### src/rtl/pab_pkg.sv
package pab_pkg;

  typedef enum logic [1:0] {
    ST_IDLE = 2'd0,
    ST_FWD  = 2'd1,
    ST_INV  = 2'd2
  } ab_state_e;

  // true when a lies in [base, base + len); len of zero covers nothing
  function automatic logic in_window(input logic [31:0] a,
                                     input logic [31:0] base,
                                     input logic [31:0] len);
    return (a >= base) && ((a - base) < len);
  endfunction

endpackage

### src/rtl/pab_queue.sv
module pab_queue
  import pab_pkg::*;
#(
  parameter int AW    = 16,
  parameter int SW    = 4,
  parameter int DEPTH = 4
) (
  input  logic          clk,
  input  logic          rst_n,
  input  logic          wr_en,
  input  logic [AW-1:0] wr_addr,
  input  logic [SW-1:0] wr_src,
  output logic          full,
  input  logic          kill,
  input  logic [AW-1:0] kill_base,
  input  logic [AW-1:0] kill_len,
  output logic          q_valid,
  input  logic          q_ready,
  output logic [AW-1:0] q_addr,
  output logic [SW-1:0] q_src
);

  localparam int PW = (DEPTH > 1) ? $clog2(DEPTH) : 1;
  localparam int CW = $clog2(DEPTH + 1);

  logic [AW-1:0]    addr_q [DEPTH];
  logic [SW-1:0]    src_q  [DEPTH];
  logic [DEPTH-1:0] vld_q, vld_d;
  logic [DEPTH-1:0] kmask;
  logic [PW-1:0]    wr_ptr_q, wr_ptr_d, rd_ptr_q, rd_ptr_d;
  logic [CW-1:0]    cnt_q, cnt_d;
  logic             head_live, occupied, push, pop, wr_drop;

  // parallel range compare on every stored entry
  for (genvar i = 0; i < DEPTH; i++) begin : g_cmp
    assign kmask[i] = kill && vld_q[i] &&
                      in_window(32'(addr_q[i]), 32'(kill_base), 32'(kill_len));
  end

  assign occupied  = (cnt_q != '0);
  assign full      = (cnt_q == CW'(DEPTH));
  assign head_live = vld_q[rd_ptr_q] && !kmask[rd_ptr_q];
  assign q_valid   = occupied && head_live;
  assign q_addr    = addr_q[rd_ptr_q];
  assign q_src     = src_q[rd_ptr_q];
  // a discarded head is retired silently without being offered
  assign pop       = occupied && (!head_live || q_ready);
  assign wr_drop   = kill && in_window(32'(wr_addr), 32'(kill_base), 32'(kill_len));
  assign push      = wr_en && !wr_drop;

  always_comb begin
    vld_d    = vld_q & ~kmask;
    wr_ptr_d = wr_ptr_q;
    rd_ptr_d = rd_ptr_q;
    if (pop) begin
      vld_d[rd_ptr_q] = 1'b0;
      rd_ptr_d = (rd_ptr_q == PW'(DEPTH - 1)) ? '0 : rd_ptr_q + 1'b1;
    end
    if (push) begin
      vld_d[wr_ptr_q] = 1'b1;
      wr_ptr_d = (wr_ptr_q == PW'(DEPTH - 1)) ? '0 : wr_ptr_q + 1'b1;
    end
    cnt_d = cnt_q + CW'(push) - CW'(pop);
  end

  always_ff @(posedge clk or negedge rst_n) begin
    if (!rst_n) begin
      vld_q    <= '0;
      wr_ptr_q <= '0;
      rd_ptr_q <= '0;
      cnt_q    <= '0;
    end else begin
      vld_q    <= vld_d;
      wr_ptr_q <= wr_ptr_d;
      rd_ptr_q <= rd_ptr_d;
      cnt_q    <= cnt_d;
    end
  end

  for (genvar i = 0; i < DEPTH; i++) begin : g_ent
    logic we;
    assign we = push && (wr_ptr_q == PW'(i));
    always_ff @(posedge clk or negedge rst_n) begin
      if (!rst_n) begin
        addr_q[i] <= '0;
        src_q[i]  <= '0;
      end else if (we) begin
        addr_q[i] <= wr_addr;
        src_q[i]  <= wr_src;
      end
    end
  end

endmodule

### src/rtl/pab_trigger.sv
module pab_trigger
  import pab_pkg::*;
#(
  parameter int AW = 16,
  parameter int TW = 8
) (
  input  logic          clk,
  input  logic          rst_n,
  input  logic          pred_issue,
  input  logic [AW-1:0] pred_base,
  input  logic [AW-1:0] pred_len,
  input  logic [TW-1:0] cfg_timeout,
  input  logic          remote_valid,
  input  logic [AW-1:0] remote_addr,
  input  logic          pred_done,
  input  logic          take,
  output logic          trig_valid,
  output logic [AW-1:0] trig_base,
  output logic [AW-1:0] trig_len
);

  logic          armed_q, armed_d;
  logic          seen_q, seen_d;
  logic          sp_q, sp_d;
  logic          tm_q, tm_d;
  logic [TW-1:0] timer_q, timer_d;
  logic [AW-1:0] base_q, len_q;
  logic          hit;

  assign hit = remote_valid &&
               in_window(32'(remote_addr), 32'(base_q), 32'(len_q));

  always_comb begin
    armed_d = armed_q;
    seen_d  = seen_q;
    sp_d    = sp_q;
    tm_d    = tm_q;
    timer_d = timer_q;
    if (take) begin
      sp_d = 1'b0;
      tm_d = 1'b0;
    end
    if (pred_issue) begin
      armed_d = 1'b1;
      seen_d  = 1'b0;
      sp_d    = 1'b0;
      tm_d    = 1'b0;
      timer_d = cfg_timeout;
    end else if (armed_q) begin
      if (hit) seen_d = 1'b1;
      if (pred_done) begin
        // data arrived in time; spatial check closes the window
        armed_d = 1'b0;
        if (!seen_q && !hit) sp_d = 1'b1;
      end else if (timer_q <= TW'(1)) begin
        armed_d = 1'b0;
        tm_d    = 1'b1;
      end else begin
        timer_d = timer_q - 1'b1;
      end
    end
  end

  always_ff @(posedge clk or negedge rst_n) begin
    if (!rst_n) begin
      armed_q <= 1'b0;
      seen_q  <= 1'b0;
      sp_q    <= 1'b0;
      tm_q    <= 1'b0;
      timer_q <= '0;
    end else begin
      armed_q <= armed_d;
      seen_q  <= seen_d;
      sp_q    <= sp_d;
      tm_q    <= tm_d;
      timer_q <= timer_d;
    end
  end

  always_ff @(posedge clk or negedge rst_n) begin
    if (!rst_n) begin
      base_q <= '0;
      len_q  <= '0;
    end else if (pred_issue) begin
      base_q <= pred_base;
      len_q  <= pred_len;
    end
  end

  assign trig_valid = sp_q || tm_q;
  assign trig_base  = base_q;
  assign trig_len   = len_q;

endmodule

### src/rtl/pab_ctrl.sv
module pab_ctrl
  import pab_pkg::*;
#(
  parameter int              AW      = 16,
  parameter int              SW      = 4,
  parameter logic [SW-1:0]   NODE_ID = '0
) (
  input  logic          clk,
  input  logic          rst_n,
  input  logic          ext_req,
  input  logic [AW-1:0] ext_addr,
  input  logic [SW-1:0] ext_src,
  input  logic [AW-1:0] ext_len,
  input  logic          trig_valid,
  input  logic [AW-1:0] trig_base,
  input  logic [AW-1:0] trig_len,
  input  logic          dn_ready,
  output logic          idle,
  output logic          take_trig,
  output logic          kill,
  output logic [AW-1:0] kill_base,
  output logic [AW-1:0] kill_len,
  output logic          dn_valid,
  output logic          dn_abort,
  output logic          dn_inval,
  output logic [AW-1:0] dn_addr,
  output logic [SW-1:0] dn_src
);

  ab_state_e     state_q, state_d;
  logic [AW-1:0] base_q, base_d, len_q, len_d;
  logic [SW-1:0] src_q, src_d;
  logic          ext_go, load;

  assign idle      = (state_q == ST_IDLE);
  assign ext_go    = ext_req && idle;
  assign take_trig = idle && trig_valid && !ext_req;
  assign load      = ext_go || take_trig;

  always_comb begin
    state_d = state_q;
    unique case (state_q)
      ST_IDLE: if (load)     state_d = ST_FWD;
      ST_FWD:  if (dn_ready) state_d = ST_INV;
      ST_INV:  if (dn_ready) state_d = ST_IDLE;
      default:               state_d = ST_IDLE;
    endcase
    base_d = ext_go ? ext_addr : trig_base;
    len_d  = ext_go ? ext_len  : trig_len;
    src_d  = ext_go ? ext_src  : NODE_ID;
  end

  always_ff @(posedge clk or negedge rst_n) begin
    if (!rst_n) state_q <= ST_IDLE;
    else        state_q <= state_d;
  end

  always_ff @(posedge clk or negedge rst_n) begin
    if (!rst_n) begin
      base_q <= '0;
      len_q  <= '0;
      src_q  <= '0;
    end else if (load) begin
      base_q <= base_d;
      len_q  <= len_d;
      src_q  <= src_d;
    end
  end

  assign kill      = (state_q == ST_FWD);
  assign kill_base = base_q;
  assign kill_len  = len_q;
  assign dn_valid  = !idle;
  assign dn_abort  = (state_q == ST_FWD);
  assign dn_inval  = (state_q == ST_INV);
  assign dn_addr   = base_q;
  assign dn_src    = src_q;

endmodule

### src/rtl/pab_input_stage.sv
module pab_input_stage
  import pab_pkg::*;
#(
  parameter int            AW      = 16,
  parameter int            SW      = 4,
  parameter int            DEPTH   = 4,
  parameter int            TW      = 8,
  parameter logic [SW-1:0] NODE_ID = 4'hA
) (
  input  logic          clk,
  input  logic          rst_n,
  input  logic          in_valid,
  output logic          in_ready,
  input  logic          in_abort,
  input  logic [AW-1:0] in_addr,
  input  logic [SW-1:0] in_src,
  output logic          q_valid,
  input  logic          q_ready,
  output logic [AW-1:0] q_addr,
  output logic [SW-1:0] q_src,
  input  logic          pred_issue,
  input  logic [AW-1:0] pred_base,
  input  logic [AW-1:0] pred_len,
  input  logic [TW-1:0] cfg_timeout,
  input  logic [AW-1:0] cfg_range_len,
  input  logic          remote_valid,
  input  logic [AW-1:0] remote_addr,
  input  logic          pred_done,
  output logic          dn_valid,
  input  logic          dn_ready,
  output logic          dn_abort,
  output logic          dn_inval,
  output logic [AW-1:0] dn_addr,
  output logic [SW-1:0] dn_src
);

  logic [1:0]    rst_sync_q;
  logic          rst_int_n;
  logic          q_full, ctrl_idle, take_trig, kill;
  logic          trig_valid;
  logic [AW-1:0] trig_base, trig_len, kill_base, kill_len;
  logic          wr_en, ext_req;

  // asynchronous assertion, synchronous release
  always_ff @(posedge clk or negedge rst_n) begin
    if (!rst_n) rst_sync_q <= 2'b00;
    else        rst_sync_q <= {rst_sync_q[0], 1'b1};
  end
  assign rst_int_n = rst_sync_q[1];

  assign ext_req  = in_valid && in_abort;
  assign wr_en    = in_valid && !in_abort && !q_full;
  assign in_ready = in_abort ? ctrl_idle : !q_full;

  pab_queue #(.AW(AW), .SW(SW), .DEPTH(DEPTH)) u_queue (
    .clk       (clk),
    .rst_n     (rst_int_n),
    .wr_en     (wr_en),
    .wr_addr   (in_addr),
    .wr_src    (in_src),
    .full      (q_full),
    .kill      (kill),
    .kill_base (kill_base),
    .kill_len  (kill_len),
    .q_valid   (q_valid),
    .q_ready   (q_ready),
    .q_addr    (q_addr),
    .q_src     (q_src)
  );

  pab_trigger #(.AW(AW), .TW(TW)) u_trig (
    .clk          (clk),
    .rst_n        (rst_int_n),
    .pred_issue   (pred_issue),
    .pred_base    (pred_base),
    .pred_len     (pred_len),
    .cfg_timeout  (cfg_timeout),
    .remote_valid (remote_valid),
    .remote_addr  (remote_addr),
    .pred_done    (pred_done),
    .take         (take_trig),
    .trig_valid   (trig_valid),
    .trig_base    (trig_base),
    .trig_len     (trig_len)
  );

  pab_ctrl #(.AW(AW), .SW(SW), .NODE_ID(NODE_ID)) u_ctrl (
    .clk        (clk),
    .rst_n      (rst_int_n),
    .ext_req    (ext_req),
    .ext_addr   (in_addr),
    .ext_src    (in_src),
    .ext_len    (cfg_range_len),
    .trig_valid (trig_valid),
    .trig_base  (trig_base),
    .trig_len   (trig_len),
    .dn_ready   (dn_ready),
    .idle       (ctrl_idle),
    .take_trig  (take_trig),
    .kill       (kill),
    .kill_base  (kill_base),
    .kill_len   (kill_len),
    .dn_valid   (dn_valid),
    .dn_abort   (dn_abort),
    .dn_inval   (dn_inval),
    .dn_addr    (dn_addr),
    .dn_src     (dn_src)
  );

endmodule

### config.mk
export PLATFORM = sky130hd
export DESIGN_NAME = pab_input_stage
export DESIGN_NICKNAME = d
export VERILOG_FILES = /design/src/rtl/pab_pkg.sv /design/src/rtl/pab_queue.sv /design/src/rtl/pab_trigger.sv /design/src/rtl/pab_ctrl.sv /design/src/rtl/pab_input_stage.sv
export SDC_FILE = /design/constraint.sdc
export NUM_CORES = 1
export LEC_CHECK = 0
export ABC_AREA = 0
export BUFFER_PORTS_ARGS = -buffer_cell sky130_fd_sc_hd__buf_2
export CORE_ASPECT_RATIO = 0.5
export CORE_MARGIN = 4
export CORE_UTILIZATION = 45
export CTS_CLUSTER_DIAMETER = 80
export DETAILED_ROUTE_END_ITERATION = 6
export GPL_TIMING_DRIVEN = 0
export PLACE_DENSITY = 0.72
export SLEW_MARGIN = 20
export SYNTH_ARGS = -nofsm -noshare
export SYNTH_HDL_FRONTEND = slang
export SYNTH_HIERARCHICAL = 1
export SYNTH_SLANG_ARGS = --single-unit
### constraint.sdc
create_clock -name clk -period 8.2 [get_ports clk]
set_input_delay 0.82 -clock clk [delete_from_list [all_inputs] [get_ports clk]]
set_output_delay 0.82 -clock clk [all_outputs]
set_load 0.005 [all_outputs]
==> run_results.csv <==
group,metric,value,unit
run_status,status,"finished, final reports clean",
grt,grt.total_usage,23.6,%
drt,via_per_inst,5.91,
power,p_int,4.59,mW
power,power.switching,4.10,mW
clock_tree,clock_latency,440,ps
critical_path,crit_required,7380,ps
timing,tns,0,ps
critical_path,regToRegSetupSlack,1940,ps
critical_path,cp-start-kind,"flip-flop",
timing,finalCritPeriodShare,76.7,%
clock_tree,root_buffer,"clkbuf_16",
floorplan,floorplan.core_area,32000,µm²
floorplan,dieArea,36000,µm²
timing,min_period,6290,ps
critical_path,path_cells,"buf_4 > inv_1 > ha_1 > nor2b_1 > o31a_1 > o21ai_0 > a21oi_1 > o21ai_0 > a31oi_1 > o41ai_1 > xnor2_1 > ha_1 > a21o_1 > a21oi_1 > nor2b_1 > a2111oi_0 > nand4_2 > nand2_1 > nor3_1 > buf_2",
flow_run,maxCapViolCount,0,
grt,overflow,0,
floorplan,die_h,136,µm
critical_path,critPathMaxStageDelay,640,ps
clock_tree,clkTransAtPathRegs,80,ps
grt,grt_pass1_vias,12400,
power,p_per_area,519,nW/µm²
grt,antenna_found_initial,0,
synthesis,synth_warnings,6,
power,switching_share,47.2,%
clock_tree,cts_tree,"yes",
floorplan,io_pins,146,
synthesis,async_flop_share,100,%
drt,wl_per_cell,19.8,µm
clock_tree,cts_setup_buffers,0,
critical_path,cp_max_fo,6,
power,p_seq_share,17.9,%
drt,drt.antenna.violating_nets,0,
placed_design,dp_hpwl,35400,µm
critical_path,critPathBufInv,3,
placed_design,io_buffer_count,144,
timing,finalHoldViolations,0,
synthesis,syn_inst,1571,
power,peakVddDrop,0.000193,V
clock_tree,htreeDepth,4,
critical_path,r2r-start,"u_ctrl/dn_addr[1]",
drt,wl,43200,µm
timing,skew,16.2,ps
synthesis,syn-cell-area,14800,µm²
clock_tree,ctsResizeCount,0,
floorplan,fp.dieW,264,µm
layout,synthToLayoutAreaGrowth,13.2,%
timing,worst_pin_slew,918,ps
synthesis,synthesis.nets,1877,
power,p_leak,7.79,nW
min_path,worstHoldPathType,"in -> async",
synthesis,synth.distinct_cells,97,
critical_path,path_delay_family,"compound AO/OA/AOI/OAI gates",
layout,fin_util,52.3,%
clock_tree,numClockSinks,175,
drt,vias,12900,
critical_path,end_kind,"output pin",
synthesis,syn_area_per_cell,9.41,µm²
drt,drc,0,
grt,grt_pass1_wl,67100,µm
timing,timing.fmax,159,MHz
clock_tree,clock_path_buffers,2,
drt,drt-pass1-iter-count,5,
critical_path,cp_slowest_cell,"a2111oi_0",
floorplan,num_rows,46,
critical_path,ff2ff_path_depth,27,
layout,layout.nets,2043,
grt,grt_max_degree,52,
floorplan,start_util,46.2,%
layout,antennaDiodeCount,0,
synthesis,synth-seq-cells,175,
synthesis,yosysSeqAreaShare,29.6,%
layout,drive_gt1_share,18.4,%
clock_tree,cts_buffers,17,
critical_path,r2r-end,"u_queue/cnt_q[2]",
critical_path,critPathKind,"reg -> out",
critical_path,arrival,5470,ps
synthesis,synth_flop_cell,"dfrtp_1",
synthesis,synth-edff-count,0,
drt,drtIter0Drc,985,
timing,relSlewSlack,37.2,%
power,clkPwrFrac,9.9,%
power,combPwrFrac,72.1,%
timing,rsz0062_at_grt,"no",
clock_tree,hold_buffers,0,
placed_design,gp_congestion,0.946,
timing,slew_violations,0,
timing,final-setup-viol-count,0,
## per-layer routing
layer / up-vias / part of all wire (%) / track usage [%]
li1: 6110 / - / -
met4: 0 / 2.6 / 7.27
met2: 455 / 46 / 39.1
met5: - / 0 / 0
met1: 6275 / 45 / 32.0
met3: 59 / 6.4 / 4.05
## cell usage in the layout (no fill, tap or decap), types with 22 or more instances in the layout
cell,count
a21o_1,42
a21oi_1,121
buf_2,155
buf_4,23
clkbuf_1,22
dfrtp_1,174
ha_1,198
inv_1,110
mux2_1,27
mux2_2,49
nand2_1,110
nand3_1,28
nor2_1,77
nor2b_1,23
o21a_1,23
o21ai_0,92
o22ai_1,58
xnor2_1,69
## power by group through the flow
| stage | clock [mW] | combinational (mW) | sequential, mW |
|---|---|---|---|
| finish | 0.863 | 6.27 | 1.56 |
| global route | 0.906 | 7.05 | 1.60 |
| CTS | 0.871 | 6.21 | 1.55 |
| detailed placement | 0 | 6.17 | 1.56 |
| global placement | 0 | 6.03 | 1.55 |
| floorplan | 0 | 4.80 | 1.43 |
## cell usage after synthesis (21+ instances only)
cell     instances  area, µm²
ha_1           198       2480
dfrtp_1        175       4380
a21oi_1        121        606
inv_1          110        413
nand2_1        110        413
o21ai_0         92        460
nor2_1          77        289
xnor2_1         69        604
o22ai_1         58        363
mux2_2          49        552
a21o_1          42        315
nand3_1         28        140
mux2_1          27        304
buf_4           23        173
nor2b_1         23        144
o21a_1          23        173
a31oi_1         21        131
mux4_2          21        473
nand4_1         21        131
## logic make-up after synthesis
family / Yosys count / share of synthesized area [%]
compound gates: 474 / 20.6
simple gates: 354 / 12.2
fa+ha+maj: 205 / 17.7
buf+inv: 177 / 5.57
flops: 175 / 29.6
mux: 100 / 9.22
xor+xnor: 85 / 5.03
other cells: 1 / 0.0254
## metrics by stage
stage / setup slack, ps / hold slack (ps) / total power [mW] / cells / cell area, µm²
after CTS: 1980 / 134 / 8.63 / 2182 / 16700
after detailed placement: 2030 / 316 / 7.73 / 2150 / 16100
final: 1910 / 150 / 8.68 / 2182 / 16700
after floorplan: 2900 / 331 / 6.23 / 1571 / 14800
after global routing: 1460 / 132 / 9.55 / 2182 / 16700
after global placement: 844 / 333 / 7.58 / 2147 / 16000
## flip-flops by register name (all words and copies together) (netlist names)
signal,flops
u_queue/addr_q,64
u_ctrl/dn_addr,16
u_ctrl/kill_len,16
u_queue/src_q,16
u_trig/trig_base,16
u_trig/trig_len,16
u_trig/timer_q,8
u_ctrl/dn_src,4
u_queue/vld_q,4
u_queue/cnt_q,3
rst_sync_q,2
u_ctrl/state_q,2
u_queue/rd_ptr_q,2
u_queue/wr_ptr_q,2
u_trig/armed_q,1
u_trig/seen_q,1
u_trig/sp_q,1
u_trig/tm_q,1
## layout make-up
cell class | instances | area, µm²
clock buffers | 19 | 433
multi-input cells | 1219 | 9580
clock inverters | 13 | 178
inverters | 112 | 420
repair buffers | 147 | 803
well taps | 432 | 541
fillers | 2930 | 15300
flip-flops and latches | 175 | 4380
plain buffers | 65 | 403
## worst max-delay path by stage
stage	startpoint	endpoint	cells past startpoint
3_3_place_gp	rst_sync_q[1]	u_queue/addr_q[33]	0
3_5_place_dp	u_ctrl/dn_addr[1]	u_queue/cnt_q[2]	27
6_report	u_ctrl/dn_addr[1]	q_valid	20
4_1_cts	u_ctrl/dn_addr[1]	q_valid	20
2_1_floorplan	u_ctrl/dn_addr[1]	u_queue/cnt_q[2]	27
5_1_grt	u_ctrl/dn_addr[1]	q_valid	20
Power figures use the tool's default switching activity.
